==> src/rtl/psave_pkg.sv <==
package psave_pkg;

    typedef enum logic [1:0] {
        PS_OFF   = 2'd0,
        PS_TIMER = 2'd1,
        PS_RTS   = 2'd2,
        PS_RSVD  = 2'd3
    } psave_mode_e;

    typedef enum logic [1:0] {
        ST_ACTIVE = 2'd0,
        ST_IDLE   = 2'd1,
        ST_WAKE   = 2'd2,
        ST_PEEK   = 2'd3
    } psave_state_e;

endpackage

==> src/rtl/psave_cnt.sv <==
// Loadable down-counter that steps once per timebase tick and stops at zero.
module psave_cnt #(
    parameter int W       = 8,
    parameter int RST_VAL = 0
) (
    input  logic         clk,
    input  logic         rst_n,
    input  logic         tick,
    input  logic         load,
    input  logic [W-1:0] load_val,
    output logic         zero
);
    logic [W-1:0] cnt_q;

    always_ff @(posedge clk or negedge rst_n) begin
        if (!rst_n) begin
            cnt_q <= W'(RST_VAL);
        end else if (load) begin
            cnt_q <= load_val;
        end else if (tick && (cnt_q != '0)) begin
            cnt_q <= cnt_q - 1'b1;
        end
    end

    assign zero = (cnt_q == '0);
endmodule

==> src/rtl/psave_rise.sv <==
// Synchronizes an asynchronous line and flags its low-to-high edges.
module psave_rise #(
    parameter int STAGES = 2
) (
    input  logic clk,
    input  logic rst_n,
    input  logic din,
    output logic rise
);
    logic [STAGES-1:0] sync_q;
    logic              last_q;

    genvar i;
    generate
        for (i = 0; i < STAGES; i++) begin : g_stage
            if (i == 0) begin : g_first
                always_ff @(posedge clk or negedge rst_n) begin
                    if (!rst_n) sync_q[0] <= 1'b0;
                    else        sync_q[0] <= din;
                end
            end else begin : g_next
                always_ff @(posedge clk or negedge rst_n) begin
                    if (!rst_n) sync_q[i] <= 1'b0;
                    else        sync_q[i] <= sync_q[i-1];
                end
            end
        end
    endgenerate

    always_ff @(posedge clk or negedge rst_n) begin
        if (!rst_n) last_q <= 1'b0;
        else        last_q <= sync_q[STAGES-1];
    end

    assign rise = sync_q[STAGES-1] & ~last_q;
endmodule

==> src/rtl/uart_psave_ctrl.sv <==
module uart_psave_ctrl
    import psave_pkg::*;
#(
    parameter int TIMEOUT_TICKS  = 920,
    parameter int IDLE_WIN_TICKS = 210,
    parameter int PEEK_TICKS     = 2,
    parameter int WAKE_TICKS     = 2,
    parameter int SYNC_STAGES    = 2
) (
    input  logic       clk,
    input  logic       rst_n,
    input  logic       tick,
    input  logic [1:0] mode_sel,
    input  logic       flow_en,
    input  logic       rts_on,
    input  logic       rxd,
    input  logic       char_rx,
    input  logic       tx_pend,
    input  logic       usb_active,
    output logic       uart_en,
    output logic       cts_n,
    output logic       active,
    output logic       drop_first
);
    localparam int MAX_AB = (TIMEOUT_TICKS > IDLE_WIN_TICKS) ? TIMEOUT_TICKS : IDLE_WIN_TICKS;
    localparam int MAX_CD = (PEEK_TICKS > WAKE_TICKS) ? PEEK_TICKS : WAKE_TICKS;
    localparam int MAX_ALL = (MAX_AB > MAX_CD) ? MAX_AB : MAX_CD;
    localparam int CW = $clog2(MAX_ALL + 2);

    psave_state_e state_q, state_d;
    psave_mode_e  mode_raw, mode_eff;

    logic force_on, rts_hold, cycle_en;
    logic rx_rise, idle_zero, win_zero;
    logic idle_load, win_load;
    logic [CW-1:0] win_val;
    logic drop_q;

    // Mode resolution: reserved code and RTS mode with flow control fall back to off
    always_comb begin
        mode_raw = psave_mode_e'(mode_sel);
        mode_eff = mode_raw;
        if (mode_raw == PS_RSVD || (mode_raw == PS_RTS && flow_en)) begin
            mode_eff = PS_OFF;
        end
    end

    assign force_on = usb_active | (mode_eff == PS_OFF);
    assign rts_hold = (mode_eff == PS_RTS) & rts_on;
    assign cycle_en = (mode_eff == PS_TIMER) & flow_en;

    psave_rise #(.STAGES(SYNC_STAGES)) u_rx_edge (
        .clk   (clk),
        .rst_n (rst_n),
        .din   (rxd),
        .rise  (rx_rise)
    );

    // Inactivity timer: held loaded outside active mode and while kept awake
    assign idle_load = (state_q != ST_ACTIVE) | char_rx | force_on | rts_hold;

    psave_cnt #(.W(CW), .RST_VAL(TIMEOUT_TICKS)) u_idle_cnt (
        .clk      (clk),
        .rst_n    (rst_n),
        .tick     (tick),
        .load     (idle_load),
        .load_val (CW'(TIMEOUT_TICKS)),
        .zero     (idle_zero)
    );

    // Window timer shared by sleep window, peek window and wake latency
    always_comb begin
        unique case (state_d)
            ST_IDLE:   win_val = CW'(IDLE_WIN_TICKS);
            ST_PEEK:   win_val = CW'(PEEK_TICKS);
            ST_WAKE:   win_val = CW'(WAKE_TICKS);
            ST_ACTIVE: win_val = '0;
        endcase
    end

    assign win_load = (state_d != state_q);

    psave_cnt #(.W(CW), .RST_VAL(0)) u_win_cnt (
        .clk      (clk),
        .rst_n    (rst_n),
        .tick     (tick),
        .load     (win_load),
        .load_val (win_val),
        .zero     (win_zero)
    );

    // Next-state logic
    always_comb begin
        state_d = state_q;
        unique case (state_q)
            ST_ACTIVE: begin
                if (!force_on && !rts_hold && !char_rx && idle_zero) state_d = ST_IDLE;
            end
            ST_IDLE: begin
                if (force_on)                    state_d = ST_ACTIVE;
                else if (rx_rise || rts_hold)    state_d = ST_WAKE;
                else if (cycle_en && win_zero)   state_d = ST_PEEK;
            end
            ST_WAKE: begin
                if (force_on || win_zero)        state_d = ST_ACTIVE;
            end
            ST_PEEK: begin
                if (force_on || char_rx)         state_d = ST_ACTIVE;
                else if (win_zero)               state_d = ST_IDLE;
            end
        endcase
    end

    // State register and wake-character flag
    always_ff @(posedge clk or negedge rst_n) begin
        if (!rst_n) begin
            state_q <= ST_ACTIVE;
            drop_q  <= 1'b0;
        end else begin
            state_q <= state_d;
            if (state_d == ST_WAKE)
                drop_q <= drop_q | ((state_q == ST_IDLE) & rx_rise);
            else
                drop_q <= 1'b0;
        end
    end

    // Outputs
    always_comb begin
        uart_en    = tx_pend;
        cts_n      = 1'b0;
        active     = 1'b0;
        drop_first = drop_q;
        unique case (state_q)
            ST_ACTIVE: begin
                uart_en = 1'b1;
                active  = 1'b1;
            end
            ST_PEEK: begin
                uart_en = 1'b1;
            end
            ST_IDLE, ST_WAKE: begin
                cts_n = flow_en;
            end
        endcase
    end
endmodule

==> config.mk <==
export PLATFORM = sky130hd
export DESIGN_NAME = uart_psave_ctrl
export DESIGN_NICKNAME = d
export VERILOG_FILES = /design/src/rtl/psave_pkg.sv /design/src/rtl/psave_cnt.sv /design/src/rtl/psave_rise.sv /design/src/rtl/uart_psave_ctrl.sv
export SDC_FILE = /design/constraint.sdc
export NUM_CORES = 1
export LEC_CHECK = 0
export CAP_MARGIN = 30
export CORE_MARGIN = 4
export CORE_UTILIZATION = 45
export DETAILED_ROUTE_END_ITERATION = 7
export DONT_BUFFER_PORTS = 1
export PLACE_DENSITY = 0.62
export RECOVER_POWER = 100
export SLEW_MARGIN = 20
export SYNTH_ARGS = -nofsm -noshare
export SYNTH_HDL_FRONTEND = slang
export SYNTH_HIERARCHICAL = 1
export SYNTH_SLANG_ARGS = --single-unit
==> constraint.sdc <==
create_clock -name clk -period 2.9 [get_ports clk]
set_input_delay 0.58 -clock clk [delete_from_list [all_inputs] [get_ports clk]]
set_output_delay 0.58 -clock clk [all_outputs]
set_load 0.05 [all_outputs]
[Word level (Yosys, flattened, before mapping)]
Index checks and enable logic that the tools add are counted.
Widths: inputs -> output; s select.
Storage, ports and cells
  output and inout port bits: 4
  bits of input ports: 11
  bits in registers: 26
Cells by class
  eq/ne operators: 11
  reduce and logical (&&, ||, !) cells: 27
  add/sub/neg operators: 2
  multiplexer cells: 18
  bitwise logic cells: 10
Operator list (count)
  $mux 10: 4
  $pmux 10 s3: 1
  $logic_not 10->1: 2
  $reduce_bool 10->1: 2
  $sub 10x1->10 const B: 2
  $mux 2: 8
  $eq 2x2->1 const B: 7
  $pmux 2 s4: 1
  $logic_and 1x1->1: 7
  $eq 2x1->1 const B: 3
  $logic_not 2->1: 3
  $reduce_bool 2->1: 3
  $reduce_or 2->1: 3
  $or 1x1->1: 5
  $and 1x1->1: 4
  $logic_or 1x1->1: 4
  $mux 1: 4
  $logic_not 1->1: 3
  $ne 2x2->1: 1
  $not 1->1: 1

[Longest topological paths before layout]
Gate-level depths: netlist of run 1.
  depth after elaboration: 16
  gate-level depth with buffers: 14

[By module]
Netlist of run 1, hierarchy kept.
Modules (own cells, without submodules)
  psave_cnt (u_idle_cnt): instances 1, cells each 67, sequential area each 256.5 um2, area each 628.1 um2
  psave_cnt (u_win_cnt): instances 1, cells each 67, sequential area each 250.2 um2, area each 621.8 um2
  uart_psave_ctrl: instances 1, cells each 56, sequential area each 75.1 um2, area each 469.2 um2
  psave_rise: instances 1, cells each 4, sequential area each 75.1 um2, area each 88.8 um2

[Least setup slack after synthesis of run 1]
OpenSTA, ideal clock, no wires.
  path type: register to register
  start: register u_win_cnt.cnt_q[6]
  end: register u_win_cnt.cnt_q[0]
  required time: 2.765 ns
  setup slack: -0.214 ns
  arrival time: 2.979 ns
  cell stages (with the launch flop): 12
  path buffers: 2
  library setup time: 0.135 ns
  cell sequence: dfrtp_1 -> or4_4 -> or3_1 -> inv_1 -> nor2_1 -> a2111oi_4 -> a311oi_2 -> or3_1 -> o2111ai_1 -> clkbuf_1 -> clkbuf_1 -> o21ai_0
Between the ends
  longest elaborated chain between the ends: 8
  elaborated cells between the ends (all ways): 15
  those cells by class: eq/ne (1); mux (8); reduce/logical (6)
RTL lines
  start, declared: line psave_cnt.sv:13  | logic [W-1:0] cnt_q;
  start signal, assigned: line psave_cnt.sv:17  | cnt_q <= W'(RST_VAL);
  start signal, assigned: line psave_cnt.sv:19  | cnt_q <= load_val;
  start signal, assigned: line psave_cnt.sv:21  | cnt_q <= cnt_q - 1'b1;
  $logic_not 10->1 (*): line psave_cnt.sv:25  | assign zero = (cnt_q == '0);
  net win_zero: line uart_psave_ctrl.sv:34  | logic rx_rise, idle_zero, win_zero;
  $logic_and 1x1->1: line uart_psave_ctrl.sv:102  | else if (cycle_en && win_zero) state_d = ST_PEEK;
  $mux 2: line uart_psave_ctrl.sv:102
  $mux 2: line uart_psave_ctrl.sv:101  | else if (rx_rise || rts_hold) state_d = ST_WAKE;
  $mux 2: line uart_psave_ctrl.sv:100  | if (force_on) state_d = ST_ACTIVE;
  $pmux 2 s4 (*): line uart_psave_ctrl.sv:95  | unique case (state_q)
  $ne 2x2->1 (*): line uart_psave_ctrl.sv:81  | assign win_load = (state_d != state_q);
  net win_load: line uart_psave_ctrl.sv:35  | logic idle_load, win_load;
  $mux 10 or $reduce_bool 2->1 (tied branches)
The timed path passes the listed nets; every way through them passes the cells marked *.
A chain may end at the register's enable or synchronous reset.

[Final worst setup path of run 1]
  start: register u_win_cnt.cnt_q[8]
  end: register u_win_cnt.cnt_q[7]
The elaborated chain is that of the path after synthesis.

==> flow_summary.toml, run 1 <==
[worst_setup_path]
r2r_start = "u_win_cnt/cnt_q[8]$_DFFE_PN0P_"
worstSetupPathType = "reg -> reg"
crit_path_cell_trace = "or4_4 > or3_4 > inv_4 > nand4b_1 > a21oi_2 > a311oi_2 > buf_4 > o211ai_1 > o2111ai_4 > or4_1 > nand3_1"
r2r_setup_slack_ns = -0.12
arrival_ns = 3.23
r2r_cells = 11
critPathBufInv = 2
slowest_delay_ns = 0.54
cp_max_fo = 4
r2r_end = "u_win_cnt/cnt_q[7]$_DFFE_PN0P_"
crit_required_ns = 3.11
crit_path_end_kind = "flip-flop"
start_kind = "flip-flop"
critical-path-top-delay-family = "simple AND/OR/NAND/NOR gates"
crit_slowest_cell = "or4_4"

[global_route]
track_usage_pct = 16.9
grt_max_degree = 22
grt_antenna_before_repair = 0
grt_pass1_vias = 1585
grt_pass1_wl_um = 7090
grt_overflow = 0

[finish]
antenna-diode-count = 0
nFillCells = 326
drive_gt1_share_pct = 27.5
synthToLayoutAreaGrowth_pct = 23.1
final_area_mm2 = 0.00223
layoutNonFillerInstCount = 284
final_core_util_pct = 59.0
layout.nets = 254

[yosys]
synth_area_leader_cell = "dfrtp_1"
synth_edf_count = 0
syn_area_mm2 = 0.00181
synth.top_cell.area_share_pct = 29.1
synth_area_leaders = "dfrtp_1 29%, dfstp_2 7.3%, ha_1 4.2%"
synthMuxAreaShare_pct = 4.84
yosys_warnings = 6
synth_fa_ha_area_share_pct = 4.15
async_flop_share_pct = 100
synth_top_family_by_area = "simple AND/OR/NAND/NOR gates"
synth-simple-area-share_pct = 24.2
synth_cells = 194
yosys_register_bits = 26
synth-compound-area-share_pct = 23.0
synth-xor-area-share_pct = 2.91
yosysSeqAreaShare_pct = 36.3
syn_avg_cell_area_um2 = 9.32
synth-main-ff-cell = "dfrtp_1"
synth_cell_types = 51

[drt]
drtIter0Drc = 101
totalWireLength_um = 4190
via_count = 1578
drc_errors = 0
detail_route.wl_per_cell_um = 14.8
vias_per_cell = 5.56
ant_nets = 0
dr.pass1.iters = 4

[place]
routabilityCongestion = 0.935
placed_cell_area_mm2 = 0.00205
dp_hpwl_um = 3020
post-place-ws_ns = -0.134
dp.cells = 271
portBuffers = 0

[hold_path]
hold_path.class = "in -> async"

[pwr]
vdd_ir_drop_max_mv = 0.290
total_leakage_power_nw = 0.977
power_density_mw_per_mm2 = 855

[floorplan]
design.core.area_mm2 = 0.00377
initial_core_util_pct = 47.9
pin_count = 15
fp-row-count = 22
die_w_um = 71.4
die_h_um = 71.4
dieArea_mm2 = 0.00510

[clock_tree]
path_clk_slew_ns = 0.09
clock_tree.root_cell = "clkbuf_8"
clockBufferDepth = 2
cts.htree.levels = 1
numCtsBuffers = 3
cts_tree = "done"
insertion_delay_ns = 0.27
cts.sinks = 26

[timing]
fmax_mhz = 331
rsz0062_at_grt = "yes"
hold_viol_final = 0
fin_ws_ns = -0.120
maxSlewHeadroom_pct = 21.7
setup_viol = 7
fin_skew_ns = 0.00144
tightestPinTransition_ns = 1.17
fin_hold_ws_ns = 0.143
min_period_ns = 3.02
period_share_pct = 104
drv_slew = 0

[run_status]
violations = "negative setup slack"
status = "finished, violations left"

[run]
cap_violations = 0
[flip-flops by register name (all words and copies together) (netlist names)]
register / cells
u_rx_edge/sync_q: 2
drop_first: 1
u_rx_edge/last_q: 1
state_q: 2
u_idle_cnt/cnt_q: 10
u_win_cnt/cnt_q: 10
[cells in the final DEF (no fill, tap or decap), types with 6 or more instances in the layout]
master,n
o21ai_0,7
inv_1,15
nor2_1,10
conb_1,16
nand3_1,6
nand2_1,16
nor3_1,6
buf_4,20
ha_1,6
a21oi_1,6
dfrtp_1,21
[stage by stage]
step	setup TNS, ns	power [mW]
after floorplan	-0.0344	1.16
after global placement	-0.184	1.43
after detailed placement	-0.407	1.45
after CTS	-0.235	1.79
after global routing	-1.16	2.05
final	-0.423	1.90
[where the power goes]
| part | switching (mW) | total [mW] | internal [mW] |
|---|---|---|---|
| Combinational | 0.573 | 1.12 | 0.548 |
| Sequential | 0.0846 | 0.550 | 0.465 |
| Clock | 0.111 | 0.233 | 0.121 |
| Total | 0.770 | 1.90 | 1.13 |
[worst reg2reg max path, stage by stage, from the launching register on]
cell and delay, ns:
dfrtp_1 0.38, or4_4 0.54, or3_4 0.36, inv_4 0.07, nand4b_1 0.17, a21oi_2 0.20, a311oi_2 0.13, buf_4 0.17
o211ai_1 0.13, o2111ai_4 0.18, or4_1 0.51, nand3_1 0.10
[synthesized netlist by cell type, drive strengths merged, types with 6 or more instances]
cell / instances
nand3: 6
dfrtp: 21
mux2: 6
nand2: 16
nor2: 11
nor3: 6
inv: 16
a21oi: 8
ha: 6
o21ai: 11
[cell type report]
cell class | count | area [um^2] | area share (%)
Multi-Input combinational cell | 162 | 1190 | 53.3
Tap cell | 48 | 60.1 | 2.70
Clock buffer | 4 | 55.1 | 2.47
Timing Repair Buffer | 28 | 204 | 9.16
Sequential cell | 26 | 657 | 29.5
Inverter | 16 | 62.6 | 2.81
[routing by layer]
layer | GRT usage [%] | vias up | share of wire (%)
li1 | - | 781 | -
met1 | 21.7 | 743 | 43
met2 | 29.1 | 50 | 49
met3 | 2.66 | 4 | 6.9
met4 | 5.43 | 0 | 1.1
met5 | 0 | - | 0
[what timing repair did]
| item | in CTS | in global routing |
|---|---|---|
| endpoints found under the hold margin | 21 | 0 |
| pin swaps | 0 | 10 |
| setup endpoints to repair | 6 | 10 |
| cloned | 1 | 0 |
| hold buffers | 1 | 0 |
| buffers inserted | 5 | 3 |
| gates resized for setup | 6 | 14 |
[worst max-delay path by stage]
stage                              startpoint                             end  slack [ns]  cells past startpoint
2_1_floorplan  u_win_cnt/cnt_q[8]$_DFFE_PN0P_  u_win_cnt/cnt_q[9]$_DFFE_PN0P_       -0.03                     11
3_3_place_gp   u_win_cnt/cnt_q[8]$_DFFE_PN0P_  u_win_cnt/cnt_q[9]$_DFFE_PN0P_       -0.08                     11
3_5_place_dp   u_win_cnt/cnt_q[8]$_DFFE_PN0P_  u_win_cnt/cnt_q[9]$_DFFE_PN0P_       -0.13                     11
4_1_cts        u_win_cnt/cnt_q[8]$_DFFE_PN0P_  u_win_cnt/cnt_q[9]$_DFFE_PN0P_       -0.07                     11
5_1_grt        u_win_cnt/cnt_q[8]$_DFFE_PN0P_  u_win_cnt/cnt_q[7]$_DFFE_PN0P_       -0.21                     11
6_report       u_win_cnt/cnt_q[8]$_DFFE_PN0P_  u_win_cnt/cnt_q[7]$_DFFE_PN0P_       -0.12                     11
[cell families (layout without fill, tap and decap cells)]
logic type / count (synthesis) / in the layout
muxes: 8 / 8
adders and majority gates: 6 / 6
buffers and inverters: 20 / 48
other: 2 / 16
xor gates and xnor gates: 6 / 6
and+or+nand+nor: 73 / 73
AOI/OAI and AO/OA: 53 / 53
DFF: 26 / 26
Power figures use the tool's default switching activity.
==> run 2, diff against run 1 <==
--- a/config.mk
+++ b/config.mk
@@ -5,6 +5,7 @@
 export SDC_FILE = /design/constraint.sdc
 export NUM_CORES = 1
 export LEC_CHECK = 0
+export ABC_AREA = 1
 export CAP_MARGIN = 30
 export CORE_MARGIN = 4
 export CORE_UTILIZATION = 45
==> flow_summary.toml, run 2 <==
[worst_setup_path]
r2r_end = "u_win_cnt/cnt_q[2]$_DFFE_PN0P_"
crit_required_ns = 3.08
start_kind = "flip-flop"
r2r_start = "u_win_cnt/cnt_q[0]$_DFFE_PN0P_"
cp_max_fo = 14
r2r_cells = 18
crit_path_end_kind = "flip-flop"
r2r_setup_slack_ns = 0.33
arrival_ns = 2.74
worstSetupPathType = "reg -> reg"

[timing]
rsz0062_at_grt = "no"
drv_slew = 0
period_share_pct = 88.5
setup_viol = 0
fmax_mhz = 390
setup-tns-final_ns = 0
min_period_ns = 2.57
fin_skew_ns = 0.00496
tightestPinTransition_ns = 1.19
hold_viol_final = 0
maxSlewHeadroom_pct = 20.3

[pwr]
p_switching_mw = 0.964
power_density_mw_per_mm2 = 874
netSwitchingFraction_pct = 48.3
p_clk_share_pct = 15.7
p_int_mw = 1.03
power_frac_seq_pct = 29.0
vdd_ir_drop_max_mv = 0.364
total_leakage_power_nw = 1.24
power_frac_comb_pct = 55.2

[yosys]
async_flop_share_pct = 100
synth-main-ff-cell = "dfrtp_1"
yosysSeqAreaShare_pct = 31.5
synth_common_cells = "106 x nand2_1, 47 x inv_1, 30 x nor2_1"
synth_area_leader_cell = "dfrtp_1"
synth_cells = 318
synth_cell_types = 23
yosys_register_bits = 26
synth_area_leaders = "dfrtp_1 25%, nand2_1 19%, inv_1 8.5%"
syn_area_mm2 = 0.00209
synth.top_cell.area_share_pct = 25.2
syn_avg_cell_area_um2 = 6.56
synth_edf_count = 0
yosys_warnings = 6
yosysMostFrequentCell = "nand2_1"

[drt]
vias_per_cell = 4.93
via_count = 1938
drtIter0Drc = 72
wl_met2_um = 2210
routedLengthMet1_um = 2230
detail_route.wl_per_cell_um = 11.7
ant_nets = 0
wl_met3_um = 137
totalWireLength_um = 4610
drc_errors = 0
highest-signal-layer = "met4"
dr.pass1.iters = 4

[floorplan]
design.core.area_mm2 = 0.00441
fp-row-count = 24
pin_count = 15
dieArea_mm2 = 0.00579
die_w_um = 76.1
initial_core_util_pct = 47.3
die_h_um = 76.1

[clock_tree]
numCtsBuffers = 3
insertion_delay_ns = 0.27
cts_tree = "done"
clockBufferDepth = 2
cts.htree.levels = 1
path_clk_slew_ns = 0.10
cts.sinks = 26
clock_tree.root_cell = "clkbuf_8"

[finish]
synthToLayoutAreaGrowth_pct = 9.60
antenna-diode-count = 0
final_core_util_pct = 51.8
drive_gt1_share_pct = 14.4
layout.nets = 359
layout_commonest_cell = "nand2_1"
reg.largest.list = "u_idle_cnt/cnt_q: 10 flops, u_win_cnt/cnt_q: 10 flops"
final_area_mm2 = 0.00229
final_cell_mix = "106 x nand2_1, 47 x inv_1, 31 x nor2_1"

[place]
routabilityCongestion = 0.970
portBuffers = 0
placed_cell_area_mm2 = 0.00220
dp_hpwl_um = 3410

[global_route]
grt_pass1_wl_um = 8060
track_usage_pct = 16.2
grt_antenna_before_repair = 0
grt_overflow = 0
grt_max_degree = 22
grt_pass1_vias = 1778

[run_status]
status = "finished clean"

[hold_path]
hold_path.class = "in -> async"

[run]
cap_violations = 0
-- run 2: layer usage --
layer	vias up	GRT usage (%)
met3	2	2.01
met5	-	0
met4	0	3.50
li1	1018	-
met2	28	27.1
met1	890	22.2
-- run 2: how the worst max path moves through the flow --
stage                                        start                             end  slack, ns  depth (start not counted)
detailed placement  u_win_cnt/cnt_q[0]$_DFFE_PN0P_  u_win_cnt/cnt_q[8]$_DFFE_PN0P_      -0.03                         19
finish              u_win_cnt/cnt_q[0]$_DFFE_PN0P_  u_win_cnt/cnt_q[2]$_DFFE_PN0P_       0.33                         18
global route        u_win_cnt/cnt_q[0]$_DFFE_PN0P_  u_win_cnt/cnt_q[6]$_DFFE_PN0P_       0.05                         19
CTS                 u_win_cnt/cnt_q[0]$_DFFE_PN0P_  u_win_cnt/cnt_q[8]$_DFFE_PN0P_       0.07                         19
global placement    u_win_cnt/cnt_q[0]$_DFFE_PN0P_  u_win_cnt/cnt_q[5]$_DFFE_PN0P_       0.10                         19
floorplan           u_win_cnt/cnt_q[0]$_DFFE_PN0P_  u_win_cnt/cnt_q[3]$_DFFE_PN0P_       0.37                         19
-- run 2: per-stage QoR --
stage / hold slack, ns / power, mW / std cells / worst slack (ns)
final: 0.130 / 2.00 / 393 / 0.335
after global routing: 0.108 / 2.21 / 393 / 0.0525
after CTS: 0.121 / 1.97 / 388 / 0.0659
after detailed placement: 0.285 / 1.63 / 383 / -0.0340
after global placement: 0.285 / 1.63 / 383 / 0.105
after floorplan: 0.284 / 1.44 / 332 / 0.373
-- run 2: what timing repair did --
action	4_1_cts	5_1_grt
hold buffers	1	0
resized for setup	1	5
cloned	0	1
endpoints found under the hold margin	21	0
pin swaps	0	1
setup buffers	0	4
endpoints found under the setup margin	2	9
-- run 2: cells by family (layout without fill, tap and decap cells) --
kind of cell | after synthesis | count (layout) | share of synthesized area (%)
fa+ha+maj | 6 | 6 | 3.60
compound gates | 27 | 27 | 8.64
other cells | 2 | 16 | 0.360
buf+inv | 54 | 63 | 10.4
simple gates | 203 | 203 | 45.5
flops | 26 | 26 | 31.5
-- run 2: power groups by stage --
stage,Combinational [mW],Sequential (mW),Clock (mW)
after global placement,1.04,0.586,0
after CTS,1.07,0.577,0.325
after floorplan,0.885,0.550,0
after global routing,1.28,0.597,0.340
final,1.10,0.580,0.314
after detailed placement,1.05,0.582,0
-- run 2: cell type report --
cell class / instances / area [um^2]
Clock buffer: 3 / 41.3
Clock inverter: 1 / 30.0
Fill cell: 455 / 2130
Inverter: 50 / 191
Multi-Input combinational cell: 252 / 1240
Sequential cell: 26 / 657
Tap cell: 52 / 65.1
Timing Repair Buffer: 8 / 52.6
Timing Repair inverter: 1 / 5.00
-- run 2: critical path, cell delays in order, from the launching register on --
cell,delay [ns]
dfrtp_1,0.39
inv_1,0.11
ha_2,0.24
nand3_1,0.15
nor3_4,0.19
nand2_1,0.07
nor2_1,0.15
nor2_1,0.05
nor2_1,0.10
nand2_1,0.07
nand3b_2,0.11
nand2_4,0.07
nand2_1,0.06
nand2_1,0.06
nand2_2,0.12
clkinvlp_4,0.19
nand2_8,0.16
clkbuf_4,0.15
o21ai_2,0.04
